## src/rtl/hz_pkg.sv

```systemverilog
`timescale 1ns/1ps
// Shared types for the hazard unit.
// Assumes the datapath forwarding muxes decode the select with the
// encoding below: register file, writeback result, memory-stage result.
package hz_pkg;
    typedef enum logic [1:0] {
        FWD_RF  = 2'b00,
        FWD_WB  = 2'b01,
        FWD_MEM = 2'b10
    } fwd_sel_e;
endpackage

```

## src/rtl/hz_ex_fwd.sv

```systemverilog
`timescale 1ns/1ps
// Execute-stage forwarding selects for N_OPS source operands.
// Assumes a load's memory-stage result is an address, never a value,
// so loads there are excluded; the memory stage beats writeback.
module hz_ex_fwd #(
    parameter int RW    = 5,
    parameter int N_OPS = 2
) (
    input  logic [N_OPS-1:0][RW-1:0]        src_reg,
    input  logic [RW-1:0]                   mem_dst,
    input  logic                            mem_wen,
    input  logic                            mem_load,
    input  logic [RW-1:0]                   wb_dst,
    input  logic                            wb_wen,
    output hz_pkg::fwd_sel_e [N_OPS-1:0]    sel
);
    localparam logic [RW-1:0] ZERO_REG = '0;

    logic mem_src_ok;
    logic wb_src_ok;

    // Qualify each producer stage once for all operands.
    assign mem_src_ok = mem_wen && !mem_load && (mem_dst != ZERO_REG);
    assign wb_src_ok  = wb_wen && (wb_dst != ZERO_REG);

    // One priority select per operand, younger producer first.
    for (genvar g = 0; g < N_OPS; g++) begin : g_op
        assign sel[g] = (mem_src_ok && (src_reg[g] == mem_dst)) ? hz_pkg::FWD_MEM :
                        (wb_src_ok  && (src_reg[g] == wb_dst))  ? hz_pkg::FWD_WB  :
                                                                  hz_pkg::FWD_RF;
    end
endmodule

```

## src/rtl/hz_id_fwd.sv

```systemverilog
`timescale 1ns/1ps
// Decode-stage comparison forwarding from the memory-stage result.
// Assumes writeback reaches decode through the register-file bypass,
// so only the memory stage needs a path; operand 1 is branch-only.
module hz_id_fwd #(
    parameter int RW = 5
) (
    input  logic [RW-1:0] id_rs,
    input  logic [RW-1:0] id_rt,
    input  logic          is_beq,
    input  logic          is_jr,
    input  logic [RW-1:0] mem_dst,
    input  logic          mem_wen,
    input  logic          mem_load,
    output logic          fwd_rs,
    output logic          fwd_rt
);
    localparam int       N_CMP    = 2;
    localparam logic [RW-1:0] ZERO_REG = '0;

    logic [N_CMP-1:0][RW-1:0] cmp_reg;
    logic [N_CMP-1:0]         cmp_used;
    logic [N_CMP-1:0]         cmp_fwd;
    logic                     mem_ok;

    // Gather operands and which control-flow class reads each one.
    assign cmp_reg  = {id_rt, id_rs};
    assign cmp_used = {is_beq, is_beq || is_jr};
    assign mem_ok   = mem_wen && !mem_load && (mem_dst != ZERO_REG);

    // Per-operand match against the memory-stage ALU result.
    for (genvar g = 0; g < N_CMP; g++) begin : g_cmp
        assign cmp_fwd[g] = cmp_used[g] && mem_ok && (cmp_reg[g] == mem_dst);
    end

    assign fwd_rs = cmp_fwd[0];
    assign fwd_rt = cmp_fwd[1];
endmodule

```

## src/rtl/hz_stall.sv

```systemverilog
`timescale 1ns/1ps
// Stall detection for the decode instruction.
// Load-use: producer load in execute, consumer operand read in execute.
// Control-flow: operand needed in decode, so any execute producer, or a
// load still in the memory stage, forces a wait. A store's data operand
// is exempt from load-use because it is patched later in the memory stage.
module hz_stall #(
    parameter int RW = 5
) (
    input  logic [RW-1:0] id_rs,
    input  logic [RW-1:0] id_rt,
    input  logic          use_rs,
    input  logic          use_rt,
    input  logic          is_store,
    input  logic          is_beq,
    input  logic          is_jr,
    input  logic [RW-1:0] ex_dst,
    input  logic          ex_wen,
    input  logic          ex_load,
    input  logic [RW-1:0] mem_dst,
    input  logic          mem_wen,
    input  logic          mem_load,
    output logic          stall
);
    localparam logic [RW-1:0] ZERO_REG = '0;

    logic ex_live, mem_load_live;
    logic rs_ex, rt_ex, rs_mem, rt_mem;
    logic load_use, cf_rs, cf_rt, cf_wait;

    // Producer qualifiers: nonzero destination with write enabled.
    assign ex_live       = ex_wen && (ex_dst != ZERO_REG);
    assign mem_load_live = mem_wen && mem_load && (mem_dst != ZERO_REG);

    // Register matches against each producer.
    assign rs_ex  = ex_live && (id_rs == ex_dst);
    assign rt_ex  = ex_live && (id_rt == ex_dst);
    assign rs_mem = mem_load_live && (id_rs == mem_dst);
    assign rt_mem = mem_load_live && (id_rt == mem_dst);

    // Load-use for operands consumed in execute.
    assign load_use = ex_load && ((use_rs && rs_ex) || (use_rt && !is_store && rt_ex));

    // Operands consumed in decode by branch-equal or jump-register.
    assign cf_rs   = (is_beq || is_jr) && (rs_ex || rs_mem);
    assign cf_rt   = is_beq && (rt_ex || rt_mem);
    assign cf_wait = cf_rs || cf_rt;

    assign stall = load_use || cf_wait;
endmodule

```

## src/rtl/hz_redirect.sv

```systemverilog
`timescale 1ns/1ps
// Pipeline-register control from the stall decision and redirects.
// Assumes predict-not-taken with no delay slot: one fetched instruction
// is discarded on a redirect, and a stalled redirect waits its turn.
module hz_redirect (
    input  logic stall,
    input  logic is_jump,
    input  logic is_jr,
    input  logic is_beq,
    input  logic br_eq,
    output logic hold,
    output logic bubble,
    output logic flush
);
    logic redirect;

    // A redirect happens on any jump or an equal branch.
    assign redirect = is_jump || is_jr || (is_beq && br_eq);

    // Stall freezes fetch/decode and injects a no-op behind it.
    assign hold   = stall;
    assign bubble = stall;

    // Discard the wrong-path fetch only once the redirect proceeds.
    assign flush  = redirect && !stall;
endmodule

```

## src/rtl/hazard_unit.sv

```systemverilog
`timescale 1ns/1ps
// Top of the hazard unit: forwarding selects, store-data patching,
// stall, bubble and flush for a five-stage pipeline with decode-stage
// branch resolution. Purely combinational; assumes a register file with
// write-before-read bypass.
module hazard_unit #(
    parameter int RW = 5
) (
    input  logic [RW-1:0] id_rs,
    input  logic [RW-1:0] id_rt,
    input  logic          id_use_rs,
    input  logic          id_use_rt,
    input  logic          id_is_beq,
    input  logic          id_is_jr,
    input  logic          id_is_jump,
    input  logic          id_is_store,
    input  logic          id_br_eq,
    input  logic [RW-1:0] ex_rs,
    input  logic [RW-1:0] ex_rt,
    input  logic          ex_is_store,
    input  logic [RW-1:0] ex_rd,
    input  logic          ex_wr,
    input  logic          ex_ld,
    input  logic [RW-1:0] mem_rd,
    input  logic          mem_wr,
    input  logic          mem_ld,
    input  logic [RW-1:0] mem_rt,
    input  logic          mem_is_store,
    input  logic [RW-1:0] wb_rd,
    input  logic          wb_wr,
    input  logic          wb_ld,
    output logic [1:0]    ex_fwd_a,
    output logic [1:0]    ex_fwd_b,
    output logic [1:0]    ex_fwd_st,
    output logic          mem_fwd_st,
    output logic          id_fwd_a,
    output logic          id_fwd_b,
    output logic          hold,
    output logic          bubble,
    output logic          flush
);
    localparam int            N_EX_OPS = 2;
    localparam logic [RW-1:0] ZERO_REG = '0;

    logic [N_EX_OPS-1:0][RW-1:0]         ex_src;
    hz_pkg::fwd_sel_e [N_EX_OPS-1:0]     ex_sel;
    logic                                stall;

    // Execute operand sources in select order.
    assign ex_src = {ex_rt, ex_rs};

    hz_ex_fwd #(.RW(RW), .N_OPS(N_EX_OPS)) u_ex_fwd (
        .src_reg  (ex_src),
        .mem_dst  (mem_rd),
        .mem_wen  (mem_wr),
        .mem_load (mem_ld),
        .wb_dst   (wb_rd),
        .wb_wen   (wb_wr),
        .sel      (ex_sel)
    );

    // Operand selects, and store data only for a store in execute.
    assign ex_fwd_a  = ex_sel[0];
    assign ex_fwd_b  = ex_sel[1];
    assign ex_fwd_st = ex_is_store ? ex_sel[1] : hz_pkg::FWD_RF;

    // Late store-data patch from a load that has just reached writeback.
    assign mem_fwd_st = mem_is_store && wb_wr && wb_ld &&
                        (wb_rd != ZERO_REG) && (wb_rd == mem_rt);

    hz_id_fwd #(.RW(RW)) u_id_fwd (
        .id_rs    (id_rs),
        .id_rt    (id_rt),
        .is_beq   (id_is_beq),
        .is_jr    (id_is_jr),
        .mem_dst  (mem_rd),
        .mem_wen  (mem_wr),
        .mem_load (mem_ld),
        .fwd_rs   (id_fwd_a),
        .fwd_rt   (id_fwd_b)
    );

    hz_stall #(.RW(RW)) u_stall (
        .id_rs    (id_rs),
        .id_rt    (id_rt),
        .use_rs   (id_use_rs),
        .use_rt   (id_use_rt),
        .is_store (id_is_store),
        .is_beq   (id_is_beq),
        .is_jr    (id_is_jr),
        .ex_dst   (ex_rd),
        .ex_wen   (ex_wr),
        .ex_load  (ex_ld),
        .mem_dst  (mem_rd),
        .mem_wen  (mem_wr),
        .mem_load (mem_ld),
        .stall    (stall)
    );

    hz_redirect u_redirect (
        .stall   (stall),
        .is_jump (id_is_jump),
        .is_jr   (id_is_jr),
        .is_beq  (id_is_beq),
        .br_eq   (id_br_eq),
        .hold    (hold),
        .bubble  (bubble),
        .flush   (flush)
    );
endmodule

```

## config.mk

```make
export PLATFORM = sky130hd
export DESIGN_NAME = hazard_unit
export DESIGN_NICKNAME = d
export VERILOG_FILES = /design/src/rtl/hz_pkg.sv /design/src/rtl/hz_ex_fwd.sv /design/src/rtl/hz_id_fwd.sv /design/src/rtl/hz_stall.sv /design/src/rtl/hz_redirect.sv /design/src/rtl/hazard_unit.sv
export SDC_FILE = /design/constraint.sdc
export NUM_CORES = 1
export LEC_CHECK = 0
export ABC_AREA = 1
export BUFFER_PORTS_ARGS = -buffer_cell sky130_fd_sc_hd__buf_2
export CAP_MARGIN = 20
export CORE_UTILIZATION = 46
export DETAILED_ROUTE_END_ITERATION = 6
export GPL_TIMING_DRIVEN = 0
export PLACE_DENSITY = 0.95
export RECOVER_POWER = 100
export SLEW_MARGIN = 20
export SYNTH_ARGS = -nofsm -noshare
export SYNTH_HDL_FRONTEND = slang
export SYNTH_SLANG_ARGS = --single-unit
```

## constraint.sdc

```tcl
create_clock -name vclk -period 2
set_input_delay 0.4 -clock vclk [all_inputs]
set_output_delay 0.4 -clock vclk [all_outputs]
set_load 0.005 [all_outputs]
```

==> flow_summary.ini, run 1 <==
[finish]
multi_input_area_um2 = 744.5
clkbuf_count = 0
fill_cells = 172
fin_cells = 245
diodes = 0
stdcell_area_mm2 = 0.001236
drive_gt1_share_pct = 35.45
area_growth_pct = 36.84
register_area_um2 = 0
fin_nets = 277
seq_cells = 0

[power]
p_int_w = 0.0001109
seqPwrFrac_pct = 0
p_per_area_mw_per_mm2 = 183.5
p_switching_w = 0.0001159
p_leak_nw = 0.7253
ir_drop_mv = 0.09561
comb_power_share_pct = 100.0
p_sw_share_pct = 51.10
p_clk_share_pct = 0

[floorplan]
fp.dieArea_mm2 = 0.002145
dieHeight_um = 46.32
core_region_area_mm2 = 0.001783
start_util_pct = 50.67
rows = 15
die_w_um = 46.32
ioPinCount = 67

[global_routing]
grt_first_pass_wirelength_mm = 3.498
grt_max_degree = 7
grt.total_usage_pct = 21.29
antenna_found_initial = 0
first_global_vias = 907
overflow = 0

[sta]
slew_viol_final = 0
fin_crit_sh_pct = 93.83
tns_ps = 0
finalSetupViolCount = 0
tightest_slew_ps = 268.9
hold_viol = 0
min_period_ps = 1877
fmax_mhz = 532.9
worst_hold_slack_ps = 1081
setup_slack_ps = 123.3
slew_headroom_pct = 81.94
rsz0062_at_grt = false

[drt]
ant_nets = 0
wl_mm = 2.224
first_pass_iters = 5
vias = 1130
drcViolationCount = 0
wl_per_cell_um = 9.078
via_per_inst = 4.612
drt_iter0_drc = 18

[min_path]
hp-class = in2out
min_from = ex_is_store

[synth]
syn_avg_cell_area_um2 = 5.754
synth.largest_area_cell = nand2_1
syn-num-nets = 212
synth.distinct_cells = 29
synth.cell_area_um2 = 903.4
synthCells = 157
synthTopCellsByArea = nand2_1, xnor2_1, xor2_1, inv_1, nor2_1
synth_warnings = 0
ys_seq_area_share_pct = 0
synth_top_area_share_pct = 17.45

[placement]
place_congestion = 0.8655
dp_hpwl_mm = 1.985
dpl_cell_area_mm2 = 0.001250
place_ws_ps = 149.2
portBuffers = 63
place_inst = 245

[setup_path]
start_kind = input pin
crit_path_end_kind = primary output
worstSetupStartpoint = mem_rd[1]
slowest_stage = nor3_1
cp_max_fo = 5
critPathMaxStageDelay_ps = 330
critical_path_required_ps = 1600
cp.arrival_ps = 1480
crit_path_frequent_cell = nor2_1
path_cells = clkbuf_2 > nor2_1 > nand3_2 > nand3b_1 > nor3_1 > nor2_1 > buf_2
worstSetupPathType = in2out

[clock_tree]
post_cts_resized = 0
postCtsSetupRepairBufs = 0
holdBufCountCts = 0

[run_status]
status = complete, no violations

[run]
cap_violations = 0
worst paths after layout:
kind      endpoint  cells after the start
min   ex_fwd_st[0]                      4
max    ex_fwd_a[0]                      7
layout by cell type, fill, tap and decap left out, types with 4 or more instances in the layout:
master / n
buf_2: 59
nand2_1: 42
inv_1: 23
nor2_1: 17
xnor2_1: 15
xor2_1: 11
nand3_1: 9
nor3_1: 5
nand3_2: 4
nand4_1: 4
clkbuf_1: 4
power by group through the flow:
stage,Sequential [W],Combinational [W],Clock [W]
floorplan,0,0.000133,0
global placement,0,0.000224,0
detailed placement,0,0.000228,0
CTS,0,0.000229,0
global route,0,0.000254,0
finish,0,0.000227,0
final cells by class:
class                      instances  share of cell area (%)
buffer                             5                   3.441
inverter                          28                   8.704
multi-input combinational        124                   60.22
tap                               25                   2.530
timing repair buffer              63                   25.10
worst max-delay path: cells and delay by family:
kind / cells / cell delay [ps]
and+or+nand+nor: 5 / 770
buffers and inverters: 2 / 300
routing by layer:
layer	track usage [%]	wire length [um]	up-vias
met2	35.28	1026	37
met4	4.118	8	0
met1	29.95	1085	476
li1	-	-	615
met5	0	0	-
met3	1.176	104	2
Yosys cell counts (all sizes together):
| cell type | number |
|---|---|
| a211o | 1 |
| a21oi | 1 |
| a221oi | 2 |
| and2 | 1 |
| buf | 5 |
| clkinv | 1 |
| inv | 27 |
| nand2 | 43 |
| nand3 | 13 |
| nand3b | 1 |
| nand4 | 4 |
| nor2 | 18 |
| nor3 | 5 |
| nor4 | 2 |
| o211ai | 1 |
| o22ai | 2 |
| or2 | 1 |
| xnor2 | 18 |
| xor2 | 11 |
stage by stage:
step	power, W	util, %
2_1_floorplan	0.0001330	-
3_3_place_gp	0.0002244	70.11
3_5_place_dp	0.0002282	70.11
4_1_cts	0.0002292	70.11
5_1_grt	0.0002544	69.33
6_report	0.0002268	69.33
cell families (layout without fill, tap and decap cells):
group / Yosys count / after routing / share of synthesized area [%]
buf+inv: 33 / 96 / 16.62
simple gates: 88 / 88 / 47.09
compound gates: 7 / 7 / 5.679
xor+xnor: 29 / 29 / 30.61
Power figures use the tool's default switching activity.
==> inputs of run 2 (changes only) <==
--- a/config.mk
+++ b/config.mk
@@ -12,7 +12,7 @@
 export DETAILED_ROUTE_END_ITERATION = 6
 export GPL_TIMING_DRIVEN = 0
 export PLACE_DENSITY = 0.95
-export RECOVER_POWER = 100
+export RECOVER_POWER = 25
 export SLEW_MARGIN = 20
 export SYNTH_ARGS = -nofsm -noshare
 export SYNTH_HDL_FRONTEND = slang
==> run 2 against run 1 <==
Critical path depth rose by 4. Utilization increased by 0.42 points. Via count unchanged. Final area grew 0.61%. Final cell count unchanged. Setup slack better by 25 ps. Fmax grew 1.3%. Sequential share of layout area stayed put. Wire length rose by 0.81%. Critical path type unchanged. Largest power group unchanged. Clock-buffer cell count is the same. First-iteration DRC count stayed put. Largest cell class unchanged. Sequential cell count stayed put.
==> flow_summary.ini, run 2 (same netlist as run 1, synthesis figures left out) <==
[run_status]
status = complete, no violations

[placement]
place_congestion = 0.8655
portBuffers = 63
dp_hpwl_mm = 1.985
place_ws_ps = 149.2

[sta]
min_period_ps = 1852
fmax_mhz = 540.0
finalSetupViolCount = 0
setup_slack_ps = 148.1
rsz0062_at_grt = false
tightest_slew_ps = 300.8
fin_crit_sh_pct = 92.60
slew_viol_final = 0
tns_ps = 0
slew_headroom_pct = 79.79
worst_hold_slack_ps = 1089
hold_viol = 0

[floorplan]
dieHeight_um = 46.32
ioPinCount = 67
rows = 15
die_w_um = 46.32
core_region_area_mm2 = 0.001783
fp.dieArea_mm2 = 0.002145
start_util_pct = 50.67

[clock_tree]
postCtsSetupRepairBufs = 0
holdBufCountCts = 0
post_cts_resized = 0

[min_path]
min_from = ex_is_store
min_to = ex_fwd_st[1]
hp-class = in2out
hold_depth = 3

[global_routing]
first_global_vias = 907
grt_max_degree = 7
grt.total_usage_pct = 21.29
overflow = 0
grt_first_pass_wirelength_mm = 3.498
antenna_found_initial = 0

[finish]
fin_nets = 277
diodes = 0
final_cell_mix = buf_2, nand2_1, inv_1
clkbuf_count = 0
seq_cells = 0
area_growth_pct = 37.67
layout_commonest_cell = buf_2
register_area_um2 = 0
drive_gt1_share_pct = 37.27
final_util_pct = 69.75

[power]
p_leak_nw = 0.7391
power.total_w = 0.0002282
ir_drop_mv = 0.09583
p_per_area_mw_per_mm2 = 183.5

[drt]
wl_mm = 2.242
vias = 1130
wl_per_cell_um = 9.151
via_per_inst = 4.612
first_pass_iters = 5
ant_nets = 0
drcViolationCount = 0
drt_iter0_drc = 18

[setup_path]
cp_max_fo = 5
crit_path_end_kind = primary output
start_kind = input pin
cp.arrival_ps = 1450
critical_path_required_ps = 1600
worstSetupPathType = in2out

[run]
cap_violations = 0
## run 2: cell count changes in the layout (fill, tap and decap cells not counted), sizes merged
cell / delta
clkbuf: -4
buf: +4
## run 2: report_power, final
group	total (W)	internal (W)	leakage, nW	switching [W]
Combinational	0.000228	0.000112	0.739	0.000116
Sequential	0	0	0	0
Clock	0	0	0	0
Total	0.000228	0.000112	0.739	0.000116
## run 2: layout make-up
cell class	instances	area, um2
well taps	25	31.28
inverters	28	107.6
fillers	169	539.3
plain buffers	5	42.54
multi-input cells	124	748.2
repair buffers	63	314.1
## run 2: routing by layer
layer / share of wire (%) / routed length [um] / global-route usage [%]
met1: 48 / 1086 / 29.95
met2: 46 / 1039 / 35.28
met3: 5.1 / 115 / 1.176
met4: 0 / 0 / 4.118
met5: 0 / 0 / 0
## run 2: worst max-delay path by stage
| stage | cells past startpoint | to | slack, ps | startpoint |
|---|---|---|---|---|
| 5_1_grt | 12 | hold | 5 | id_rs[4] |
| 3_3_place_gp | 11 | hold | 160 | mem_rd[1] |
| 3_5_place_dp | 11 | hold | 150 | mem_rd[1] |
| 6_report | 11 | hold | 150 | mem_rd[1] |
| 2_1_floorplan | 10 | hold | 340 | mem_rd[3] |
| 4_1_cts | 11 | hold | 140 | mem_rd[1] |
## run 2: worst max-delay path: stages
cell,delay [ps]
buf_2,170
inv_2,60
or2_0,190
nand3_1,80
nor2_1,60
nand2_1,50
nand2_1,40
nand2_1,60
nand3_2,90
buf_4,130
buf_2,110
## run 2: per-stage QoR
stage | cell area [um2] | instances
6_report | 1244 | 245
5_1_grt | 1244 | 245
4_1_cts | 1250 | 245
3_5_place_dp | 1250 | 245
3_3_place_gp | 1250 | 245
2_1_floorplan | 903.4 | 157
==> inputs of run 3 (changes only) <==
--- a/config.mk
+++ b/config.mk
@@ -8,11 +8,14 @@
 export ABC_AREA = 1
 export BUFFER_PORTS_ARGS = -buffer_cell sky130_fd_sc_hd__buf_2
 export CAP_MARGIN = 20
-export CORE_UTILIZATION = 46
+export CELL_PAD_IN_SITES_DETAIL_PLACEMENT = 2
+export CELL_PAD_IN_SITES_GLOBAL_PLACEMENT = 2
+export CORE_UTILIZATION = 20
 export DETAILED_ROUTE_END_ITERATION = 6
 export GPL_TIMING_DRIVEN = 0
 export PLACE_DENSITY = 0.95
 export RECOVER_POWER = 25
+export SKIP_LAST_GASP = 1
 export SLEW_MARGIN = 20
 export SYNTH_ARGS = -nofsm -noshare
 export SYNTH_HDL_FRONTEND = slang
==> run 3 against run 2 <==
Utilization fell by 40 points. Sequential share of layout area is the same. Clock-buffer cell count did not move. Non-clock buffer count up 1. Largest power group unchanged.
==> flow_summary.ini, run 3 (same netlist as run 1, synthesis figures left out) <==
[run_status]
status = complete, no violations

[drt]
wl_mm = 3.836
wl_per_cell_um = 14.05
ant_nets = 0
drt_iter0_drc = 16
vias = 1228
first_pass_iters = 4
drcViolationCount = 0
via_per_inst = 4.498

[setup_path]
critical_path_required_ps = 1600
start_kind = input pin
path_cells = buf_2 > inv_2 > or2_0 > nand3_1 > nor2_2 > nand2_1 > nand2_1 > nand2_1 > nand3_2 > buf_4 > buf_2
cp.arrival_ps = 1480
slowest_stage = or2_0
cp_max_fo = 5
crit_path_end_kind = primary output
worstSetupPathType = in2out
critPathMaxStageDelay_ps = 190
crit_path_frequent_cell = nand2_1

[finish]
multi_input_area_um2 = 765.7
clkbuf_count = 0
final_cell_mix = buf_2, nand2_1, inv_1
fin_cells = 273
register_area_um2 = 0
final_util_pct = 30.06
seq_cells = 0
layout_commonest_cell = buf_2
diodes = 0
area_growth_pct = 44.88
drive_gt1_share_pct = 39.37
fill_cells = 569
fin_nets = 278

[floorplan]
rows = 24
start_util_pct = 20.75
die_w_um = 69.21
core_region_area_mm2 = 0.004354
dieHeight_um = 69.21
ioPinCount = 67
fp.dieArea_mm2 = 0.004789

[sta]
fmax_mhz = 530.9
tns_ps = 0
slew_viol_final = 0
min_period_ps = 1883
slew_headroom_pct = 77.02
finalSetupViolCount = 0
fin_crit_sh_pct = 94.17
setup_slack_ps = 116.5
worst_hold_slack_ps = 1106
hold_viol = 0
tightest_slew_ps = 344.7

[global_routing]
grt.total_usage_pct = 15.99
antenna_found_initial = 0
grt_max_degree = 7
overflow = 0
grt_first_pass_wirelength_mm = 6.368
first_global_vias = 1377

[placement]
portBuffers = 63
place_congestion = 0.8338
place_inst = 272
dp_hpwl_mm = 3.521
place_ws_ps = 90.91

[power]
p_clk_share_pct = 0
p_switching_w = 0.0001364
comb_power_share_pct = 100.0
p_leak_nw = 0.7513
seqPwrFrac_pct = 0
p_per_area_mw_per_mm2 = 193.4
p_sw_share_pct = 53.89
ir_drop_mv = 0.06316
p_int_w = 0.0001167

[run]
cap_violations = 0

[min_path]
hp-class = in2out
hold_depth = 3

[clock_tree]
holdBufCountCts = 0
run 3: layout make-up:
type,count,share of cell area [%]
Inverter,28,8.222
Timing Repair Buffer,64,24.76
Buffer,5,3.537
Tap cell,52,4.971
Multi-Input combinational cell,124,58.51
run 3: repair_timing:
item / in CTS / in global routing
gates resized for setup: 0 / 5
setup buffers: 0 / 1
setup endpoints to repair: 0 / 1
hold endpoints to repair: 0 / 0
run 3: routing by layer:
layer,vias up,global-route usage (%),wire [um]
met3,0,1.744,129
met5,-,0,0
met4,0,1.134,0
met2,30,33.23,2142
met1,582,17.58,1565
li1,616,-,-
run 3: power groups by stage:
stage / Combinational, W / Clock, W / Sequential [W]
global placement: 0.000232 / 0 / 0
finish: 0.000253 / 0 / 0
detailed placement: 0.000248 / 0 / 0
CTS: 0.000249 / 0 / 0
floorplan: 0.000133 / 0 / 0
global route: 0.000279 / 0 / 0
run 3: final timing paths:
| path | start | to | slack (ps) |
|---|---|---|---|
| worst max-delay path | mem_rd[1] | hold | 120 |
| worst min-delay path | ex_is_store | ex_fwd_st[1] | 1110 |
run 3: worst max-delay path: cells and delay by family:
kind	cells	cell delay [ps]
and+or+nand+nor	7	610
buffers and inverters	4	470
run 3: per-stage QoR:
step	power (W)	instance area, um2
2_1_floorplan	0.0001330	903.4
3_3_place_gp	0.0002318	1284
3_5_place_dp	0.0002484	1284
4_1_cts	0.0002493	1284
5_1_grt	0.0002789	1309
6_report	0.0002531	1309
